$ cat config.mk
export PLATFORM = sky130hd
export DESIGN_NAME = hdr_len_scan
export DESIGN_NICKNAME = d
export VERILOG_FILES = /design/src/rtl/hdr_len_pkg.sv /design/src/rtl/hdr_byte_class.sv /design/src/rtl/hdr_scan_ctrl.sv /design/src/rtl/hdr_count_acc.sv /design/src/rtl/hdr_len_scan.sv
export SDC_FILE = /design/constraint.sdc
export NUM_CORES = 1
export LEC_CHECK = 0
export BUFFER_PORTS_ARGS = -buffer_cell sky130_fd_sc_hd__buf_4
export CORE_MARGIN = 1
export CORE_UTILIZATION = 64
export CTS_CLUSTER_DIAMETER = 120
export DETAILED_ROUTE_END_ITERATION = 10
export GPL_TIMING_DRIVEN = 1
export HOLD_SLACK_MARGIN = 0.06
export PLACE_DENSITY = 0.95
export SETUP_SLACK_MARGIN = 0.02
export SYNTH_ARGS = -nofsm -noshare
export SYNTH_HDL_FRONTEND = slang
export SYNTH_SLANG_ARGS = --single-unit
$ cat constraint.sdc
create_clock -name clk -period 3.5 [get_ports clk]
set_input_delay 0.7 -clock clk [delete_from_list [all_inputs] [get_ports clk]]
set_output_delay 0.7 -clock clk [all_outputs]
set_load 0.01 [all_outputs]
$ cat src/rtl/hdr_len_pkg.sv
package hdr_len_pkg;

  typedef enum logic [1:0] {
    ST_IDLE,
    ST_SEARCH,
    ST_FIELD
  } scan_st_e;

  typedef enum logic [1:0] {
    BC_PAD,
    BC_SYNC,
    BC_OTHER
  } byte_cls_e;

endpackage

$ cat src/rtl/hdr_byte_class.sv
module hdr_byte_class
  import hdr_len_pkg::*;
#(
  parameter logic [7:0] PAD_BYTE  = 8'hFF,
  parameter logic [7:0] SYNC_BYTE = 8'h6A
) (
  input  logic [7:0] byte_i,
  output byte_cls_e  cls_o
);

  // The sync test comes first, so the sync byte wins if the two values ever match.
  always_comb begin
    if (byte_i == SYNC_BYTE) begin
      cls_o = BC_SYNC;
    end else if (byte_i == PAD_BYTE) begin
      cls_o = BC_PAD;
    end else begin
      cls_o = BC_OTHER;
    end
  end

endmodule

$ cat src/rtl/hdr_scan_ctrl.sv
module hdr_scan_ctrl
  import hdr_len_pkg::*;
#(
  parameter int WINDOW      = 128,
  parameter int SKIP_LEN    = 4,
  parameter int COUNT_BYTES = 4
) (
  input  logic      clk,
  input  logic      rst_n,
  input  logic      start_i,
  input  logic      in_valid_i,
  input  byte_cls_e cls_i,
  output logic      in_ready_o,
  output logic      shift_o,
  output logic      capture_o,
  output logic      finish_o
);

  localparam int TAIL  = SKIP_LEN + COUNT_BYTES;
  localparam int LIMIT = WINDOW - TAIL;
  localparam int POS_W = $clog2(WINDOW + 1);
  localparam int FC_W  = (TAIL > 1) ? $clog2(TAIL) : 1;

  scan_st_e          state_q;
  logic [POS_W-1:0]  pos_q;
  logic [FC_W-1:0]   fcnt_q;

  logic search_open;
  logic in_field;
  logic accept;
  logic field_last;

  assign search_open = (state_q == ST_SEARCH) && (pos_q < POS_W'(LIMIT));
  assign in_field    = (state_q == ST_FIELD);
  assign in_ready_o  = !start_i && (search_open || in_field);
  assign accept      = in_valid_i && in_ready_o;
  assign field_last  = (fcnt_q == FC_W'(TAIL - 1));

  // Bytes in the trailing field never reach the fill or sync decision.
  assign shift_o   = accept && in_field && (fcnt_q >= FC_W'(SKIP_LEN));
  assign capture_o = accept && in_field && field_last;
  assign finish_o  = !start_i && (state_q == ST_SEARCH) &&
                     ((pos_q >= POS_W'(LIMIT)) || (accept && (cls_i == BC_OTHER)));

  always_ff @(posedge clk or negedge rst_n) begin
    if (!rst_n) begin
      state_q <= ST_IDLE;
      pos_q   <= '0;
      fcnt_q  <= '0;
    end else if (start_i) begin
      state_q <= ST_SEARCH;
      pos_q   <= '0;
      fcnt_q  <= '0;
    end else begin
      if (accept) begin
        pos_q <= pos_q + POS_W'(1);
      end
      unique case (state_q)
        ST_SEARCH: begin
          if (finish_o) begin
            state_q <= ST_IDLE;
          end else if (accept && (cls_i == BC_SYNC)) begin
            state_q <= ST_FIELD;
            fcnt_q  <= '0;
          end
        end
        ST_FIELD: begin
          if (accept) begin
            if (field_last) begin
              state_q <= ST_SEARCH;
              fcnt_q  <= '0;
            end else begin
              fcnt_q <= fcnt_q + FC_W'(1);
            end
          end
        end
        default: begin
          state_q <= ST_IDLE;
        end
      endcase
    end
  end

endmodule

$ cat src/rtl/hdr_count_acc.sv
module hdr_count_acc #(
  parameter int COUNT_BYTES = 4,
  localparam int CNT_W = 8 * COUNT_BYTES,
  localparam int LEN_W = CNT_W - 2
) (
  input  logic             clk,
  input  logic             rst_n,
  input  logic             start_i,
  input  logic             shift_i,
  input  logic             capture_i,
  input  logic             finish_i,
  input  logic [7:0]       byte_i,
  output logic             done_o,
  output logic             known_o,
  output logic [LEN_W-1:0] len_o
);

  logic [CNT_W-1:0] cnt_q;
  logic [CNT_W-1:0] cnt_next;
  logic [LEN_W-1:0] hold_q;
  logic [LEN_W-1:0] conv;
  logic             seen_q;

  // Low byte arrives first: each new byte enters at the top and slides down.
  generate
    if (COUNT_BYTES == 1) begin : g_one
      assign cnt_next = byte_i;
    end else begin : g_many
      assign cnt_next = {byte_i, cnt_q[CNT_W-1:8]};
    end
  endgenerate

  // Round up: whole bytes plus one when any of the low three bits is set.
  assign conv = {1'b0, cnt_next[CNT_W-1:3]} + LEN_W'(|cnt_next[2:0]);

  always_ff @(posedge clk or negedge rst_n) begin
    if (!rst_n) begin
      cnt_q   <= '0;
      hold_q  <= '0;
      seen_q  <= 1'b0;
      done_o  <= 1'b0;
      known_o <= 1'b0;
      len_o   <= '0;
    end else begin
      done_o <= 1'b0;
      if (start_i) begin
        cnt_q   <= '0;
        hold_q  <= '0;
        seen_q  <= 1'b0;
        known_o <= 1'b0;
        len_o   <= '0;
      end else begin
        if (shift_i) begin
          cnt_q <= cnt_next;
        end
        if (capture_i) begin
          hold_q <= conv;
          seen_q <= 1'b1;
        end
        if (finish_i) begin
          done_o  <= 1'b1;
          known_o <= seen_q;
          len_o   <= hold_q;
        end
      end
    end
  end

endmodule

$ cat src/rtl/hdr_len_scan.sv
module hdr_len_scan
  import hdr_len_pkg::*;
#(
  parameter int         WINDOW      = 128,
  parameter int         SKIP_LEN    = 4,
  parameter int         COUNT_BYTES = 4,
  parameter logic [7:0] PAD_BYTE    = 8'hFF,
  parameter logic [7:0] SYNC_BYTE   = 8'h6A,
  localparam int        LEN_W       = 8 * COUNT_BYTES - 2
) (
  input  logic             clk,
  input  logic             rst_n,
  input  logic             start_i,
  input  logic             in_valid_i,
  output logic             in_ready_o,
  input  logic [7:0]       in_data_i,
  output logic             done_o,
  output logic             known_o,
  output logic [LEN_W-1:0] len_bytes_o
);

  byte_cls_e cls;
  logic      shift;
  logic      capture;
  logic      finish;

  hdr_byte_class #(
    .PAD_BYTE (PAD_BYTE),
    .SYNC_BYTE(SYNC_BYTE)
  ) u_class (
    .byte_i(in_data_i),
    .cls_o (cls)
  );

  hdr_scan_ctrl #(
    .WINDOW     (WINDOW),
    .SKIP_LEN   (SKIP_LEN),
    .COUNT_BYTES(COUNT_BYTES)
  ) u_ctrl (
    .clk       (clk),
    .rst_n     (rst_n),
    .start_i   (start_i),
    .in_valid_i(in_valid_i),
    .cls_i     (cls),
    .in_ready_o(in_ready_o),
    .shift_o   (shift),
    .capture_o (capture),
    .finish_o  (finish)
  );

  hdr_count_acc #(
    .COUNT_BYTES(COUNT_BYTES)
  ) u_acc (
    .clk      (clk),
    .rst_n    (rst_n),
    .start_i  (start_i),
    .shift_i  (shift),
    .capture_i(capture),
    .finish_i (finish),
    .byte_i   (in_data_i),
    .done_o   (done_o),
    .known_o  (known_o),
    .len_o    (len_bytes_o)
  );

endmodule

==> flow_results.xml <==
<?xml version="1.0" encoding="UTF-8"?>
<metrics>
  <group name="layout">
    <metric name="area_occupied_by_multi_input_gates" unit="mm²">0.00222</metric>
    <metric name="layout-drive-gt1-share" unit="">0.128</metric>
    <metric name="total_nets_final" unit="">578</metric>
    <metric name="area_delta_synth_final" unit="%">11.4</metric>
    <metric name="post_layout_cell_count" unit="">662</metric>
    <metric name="fillers" unit="">505</metric>
    <metric name="ff_latch_area" unit="mm²">0.00250</metric>
    <metric name="antennaDiodeCount" unit="">0</metric>
  </group>
  <group name="sta">
    <metric name="hold_viol_final" unit="">0</metric>
    <metric name="finalSetupTns" unit="ns">0</metric>
    <metric name="slew_headroom" unit="">0.295</metric>
    <metric name="rsz0062_at_grt" unit="">false</metric>
    <metric name="period_needed" unit="ns">2.63</metric>
    <metric name="fmaxAchievable" unit="GHz">0.380</metric>
    <metric name="finalSetupViolCount" unit="">0</metric>
    <metric name="post-route-worst-setup-slack" unit="ns">0.870</metric>
    <metric name="post_route_fraction_of_the_period_consumed_by_the_critical_path" unit="">0.751</metric>
    <metric name="finClkSkew" unit="ns">0.0114</metric>
    <metric name="worstMarginPinSlew" unit="ns">1.06</metric>
    <metric name="slew_violations" unit="">0</metric>
  </group>
  <group name="worst_setup_path">
    <metric name="critPathBufInv" unit="">2</metric>
    <metric name="worst-endpoint-arrival" unit="ns">1.93</metric>
    <metric name="regToRegSetupSlack" unit="ns">1.09</metric>
    <metric name="worst_path_required_time" unit="ns">2.80</metric>
    <metric name="worstSetupEndpointType" unit="">output port</metric>
    <metric name="timing.critical_path.slowest_cell_delay" unit="ns">0.63</metric>
    <metric name="crit_slowest_cell" unit="">sky130_fd_sc_hd__buf_4</metric>
    <metric name="kind_of_critical_path" unit="">primary input to output port</metric>
    <metric name="r2r_start" unit="">u_ctrl.pos_q[3]</metric>
    <metric name="family_with_the_most_delay_on_the_worst_path" unit="">buffers and inverters</metric>
    <metric name="ff2ff_path_depth" unit="">5</metric>
    <metric name="r2r_end" unit="">u_acc.len_o[16]</metric>
    <metric name="startpoint_kind_of_the_worst_setup_timing_path" unit="">primary input</metric>
    <metric name="critical_path.max_fanout" unit="">99</metric>
    <metric name="worstPathCellList" unit="">buf_4, nand2b_1, nand2b_1, nand2_1, buf_4</metric>
  </group>
  <group name="synthesis">
    <metric name="synth-compound-area-share" unit="">0.127</metric>
    <metric name="netlist_top_cells_count" unit="">sky130_fd_sc_hd__nand2_1, sky130_fd_sc_hd__dfrtp_1, sky130_fd_sc_hd__o21ai_0, sky130_fd_sc_hd__a21oi_1, sky130_fd_sc_hd__nand3b_1</metric>
    <metric name="synth_warnings" unit="">0</metric>
    <metric name="combinational_family_with_the_most_area_after_synthesis" unit="">simple AND/OR/NAND/NOR gates</metric>
    <metric name="synthXorXnorAreaFrac" unit="">0.0570</metric>
    <metric name="post_synth_and_or_nand_nor_area_fraction" unit="">0.247</metric>
    <metric name="synth.distinct_cells" unit="">41</metric>
    <metric name="synth_adder_area_share" unit="">0.0204</metric>
    <metric name="netlist_top_cells_area" unit="">sky130_fd_sc_hd__dfrtp_1, sky130_fd_sc_hd__nand2_1, sky130_fd_sc_hd__o21ai_0</metric>
    <metric name="ys.flop_type" unit="">sky130_fd_sc_hd__dfrtp_1</metric>
    <metric name="post-synth-top-area-fraction" unit="">0.509</metric>
    <metric name="async_flop_share" unit="">1.00</metric>
    <metric name="synth_fp_nets" unit="">550</metric>
    <metric name="syn-cell-area" unit="mm²">0.00492</metric>
    <metric name="yosys_register_bits" unit="">100</metric>
    <metric name="synth-edff-count" unit="">0</metric>
    <metric name="synthMuxAreaShare" unit="">0</metric>
    <metric name="netlist_instances" unit="">530</metric>
    <metric name="yosys.cell_count.top_type" unit="">sky130_fd_sc_hd__nand2_1</metric>
    <metric name="postSynthAreaPerCell" unit="µm²">9.28</metric>
    <metric name="yosysTopAreaCell" unit="">sky130_fd_sc_hd__dfrtp_1</metric>
    <metric name="synth.yosys.seq_area_share" unit="">0.509</metric>
  </group>
  <group name="cts">
    <metric name="cts_max_level" unit="">3</metric>
    <metric name="max-clock-path-buffers" unit="">2</metric>
    <metric name="clk_pin_slew_worst_paths" unit="ns">0.10</metric>
    <metric name="tritoncts.num_buffers" unit="">9</metric>
    <metric name="clock-root-buffer" unit="">sky130_fd_sc_hd__clkbuf_8</metric>
    <metric name="post_cts_buffers" unit="">0</metric>
    <metric name="tritoncts" unit="">done</metric>
    <metric name="cts_resized" unit="">0</metric>
    <metric name="insertion_delay" unit="ns">0.37</metric>
    <metric name="cts_hold_buffers" unit="">0</metric>
    <metric name="numClockSinks" unit="">100</metric>
  </group>
  <group name="grt">
    <metric name="first_pass_grt_wire_length" unit="mm">17.5</metric>
    <metric name="grt_pass1_vias" unit="">3649</metric>
    <metric name="grt_antenna_before_repair" unit="">0</metric>
    <metric name="grt-ovfl-total" unit="">0</metric>
    <metric name="grt_start_max_net_pins" unit="">100</metric>
    <metric name="gr-usage-all-layers" unit="">0.290</metric>
  </group>
  <group name="die">
    <metric name="initial_core_util" unit="">0.671</metric>
    <metric name="floorplan.die.height" unit="µm">89.7</metric>
    <metric name="die-area" unit="mm²">0.00804</metric>
    <metric name="die_width" unit="µm">89.7</metric>
    <metric name="core-area" unit="mm²">0.00733</metric>
    <metric name="floorplan.rows" unit="">31</metric>
    <metric name="io-pin-count" unit="">45</metric>
  </group>
  <group name="route">
    <metric name="route.detailed.wl_per_inst" unit="µm">16.0</metric>
    <metric name="drt-vias-per-instance" unit="">5.91</metric>
    <metric name="drc" unit="">0</metric>
    <metric name="firstDrtPassIters" unit="">5</metric>
    <metric name="initialDrtViolationCount" unit="">282</metric>
    <metric name="wl" unit="mm">10.6</metric>
    <metric name="num_vias" unit="">3913</metric>
    <metric name="drtAntennaViolNets" unit="">0</metric>
  </group>
  <group name="pwr">
    <metric name="pwr_density_cell" unit="mW/mm²">377</metric>
    <metric name="leakagePower" unit="µW">0.00235</metric>
    <metric name="totalPowerFinal" unit="µW">2060</metric>
    <metric name="peakVddDrop" unit="V">0.000207</metric>
  </group>
  <group name="placed_design">
    <metric name="place.detailed.instances" unit="">646</metric>
    <metric name="gp_routability_congestion" unit="">0.910</metric>
    <metric name="place_worst_setup_slack" unit="ns">0.846</metric>
    <metric name="dp_hpwl" unit="mm">7.14</metric>
    <metric name="placement.io_buffers" unit="">44</metric>
  </group>
  <group name="min_path">
    <metric name="min-delay-path-class" unit="">primary input to async pin</metric>
  </group>
  <group name="status">
    <metric name="status" unit="">completed</metric>
  </group>
  <group name="job">
    <metric name="maxCapViolCount" unit="">0</metric>
  </group>
</metrics>
[stage by stage]
step,util,cell area [µm²],hold slack [ns]
final,0.747,5480,0.391
after global placement,0.719,5270,0.492
after global routing,0.747,5480,0.445
after CTS,0.747,5480,0.409
after floorplan,-,4920,0.404
after detailed placement,0.719,5270,0.499
[per-layer routing]
| layer | share of wire | GRT usage | up-vias |
|---|---|---|---|
| met2 | 0.49 | 0.461 | 127 |
| met4 | 0.022 | 0.114 | 0 |
| met5 | 0 | 0 | - |
| li1 | - | - | 1857 |
| met3 | 0.064 | 0.0585 | 25 |
| met1 | 0.42 | 0.396 | 1904 |
[worst max-delay path by stage]
stage,depth (start not counted),endpoint,startpoint
2_1_floorplan,5,u_ctrl.fcnt_q[1],in_data_i[2]
3_3_place_gp,5,in_ready_o,start_i
3_5_place_dp,6,u_acc.len_o[0],in_data_i[0]
4_1_cts,5,in_ready_o,start_i
5_1_grt,5,in_ready_o,start_i
6_report,5,in_ready_o,start_i
[where the power goes]
part | internal, µW | total [µW] | switching [µW]
combinational | 39.7 | 134 | 94.6
sequential | 1160 | 1160 | 3.59
clock | 356 | 769 | 412
total | 1550 | 2060 | 511
[final cells by class]
class	count	share of cell area
clock buffer	10	0.0251
clock inverter	6	0.0130
inverter	14	0.00959
multi-input combinational	385	0.405
sequential	100	0.457
tap	99	0.0226
timing repair buffer	48	0.0681
[cells by family (layout without fill, tap and decap cells)]
logic type / count (synthesis) / count (layout)
AOI/OAI and AO/OA: 107 / 107
xor gates and xnor gates: 32 / 32
adders and majority gates: 8 / 8
buffers and inverters: 45 / 78
DFF: 100 / 100
and+or+nand+nor: 238 / 238
[sequential cells by signal (all words and copies together) (netlist names)]
register,cells
u_acc.hold_q,30
u_acc.len_o,30
u_acc.cnt_q,24
u_ctrl.pos_q,8
u_ctrl.fcnt_q,3
u_ctrl.state_q,2
u_acc.done_o,1
u_acc.known_o,1
u_acc.seen_q,1
[cells in the final DEF (no fill, tap or decap), drive strengths merged]
cell,Yosys,final
nand2b,24,24
a41o,1,1
xnor2,25,25
a21oi,39,39
nand3,15,15
nand4,6,6
nand2,109,109
o41ai,1,1
o22a,1,1
clkbuf,24,10
and2,4,4
nor3b,1,1
a41oi,1,1
or2,1,1
nor2,16,16
o21a,1,1
ha,8,8
xor2,7,7
o31a,1,1
o21ai,51,51
nor4,9,9
and4,4,4
nand3b,29,29
clkinv,0,1
bufinv,0,1
or4,1,1
a22o,2,2
or3,3,3
and3,6,6
a21o,3,3
inv,14,16
clkinvlp,0,2
nor3,10,10
dfrtp,100,100
a32o,1,1
buf,7,48
o31ai,5,5
(Power assumes the default switching activity.)
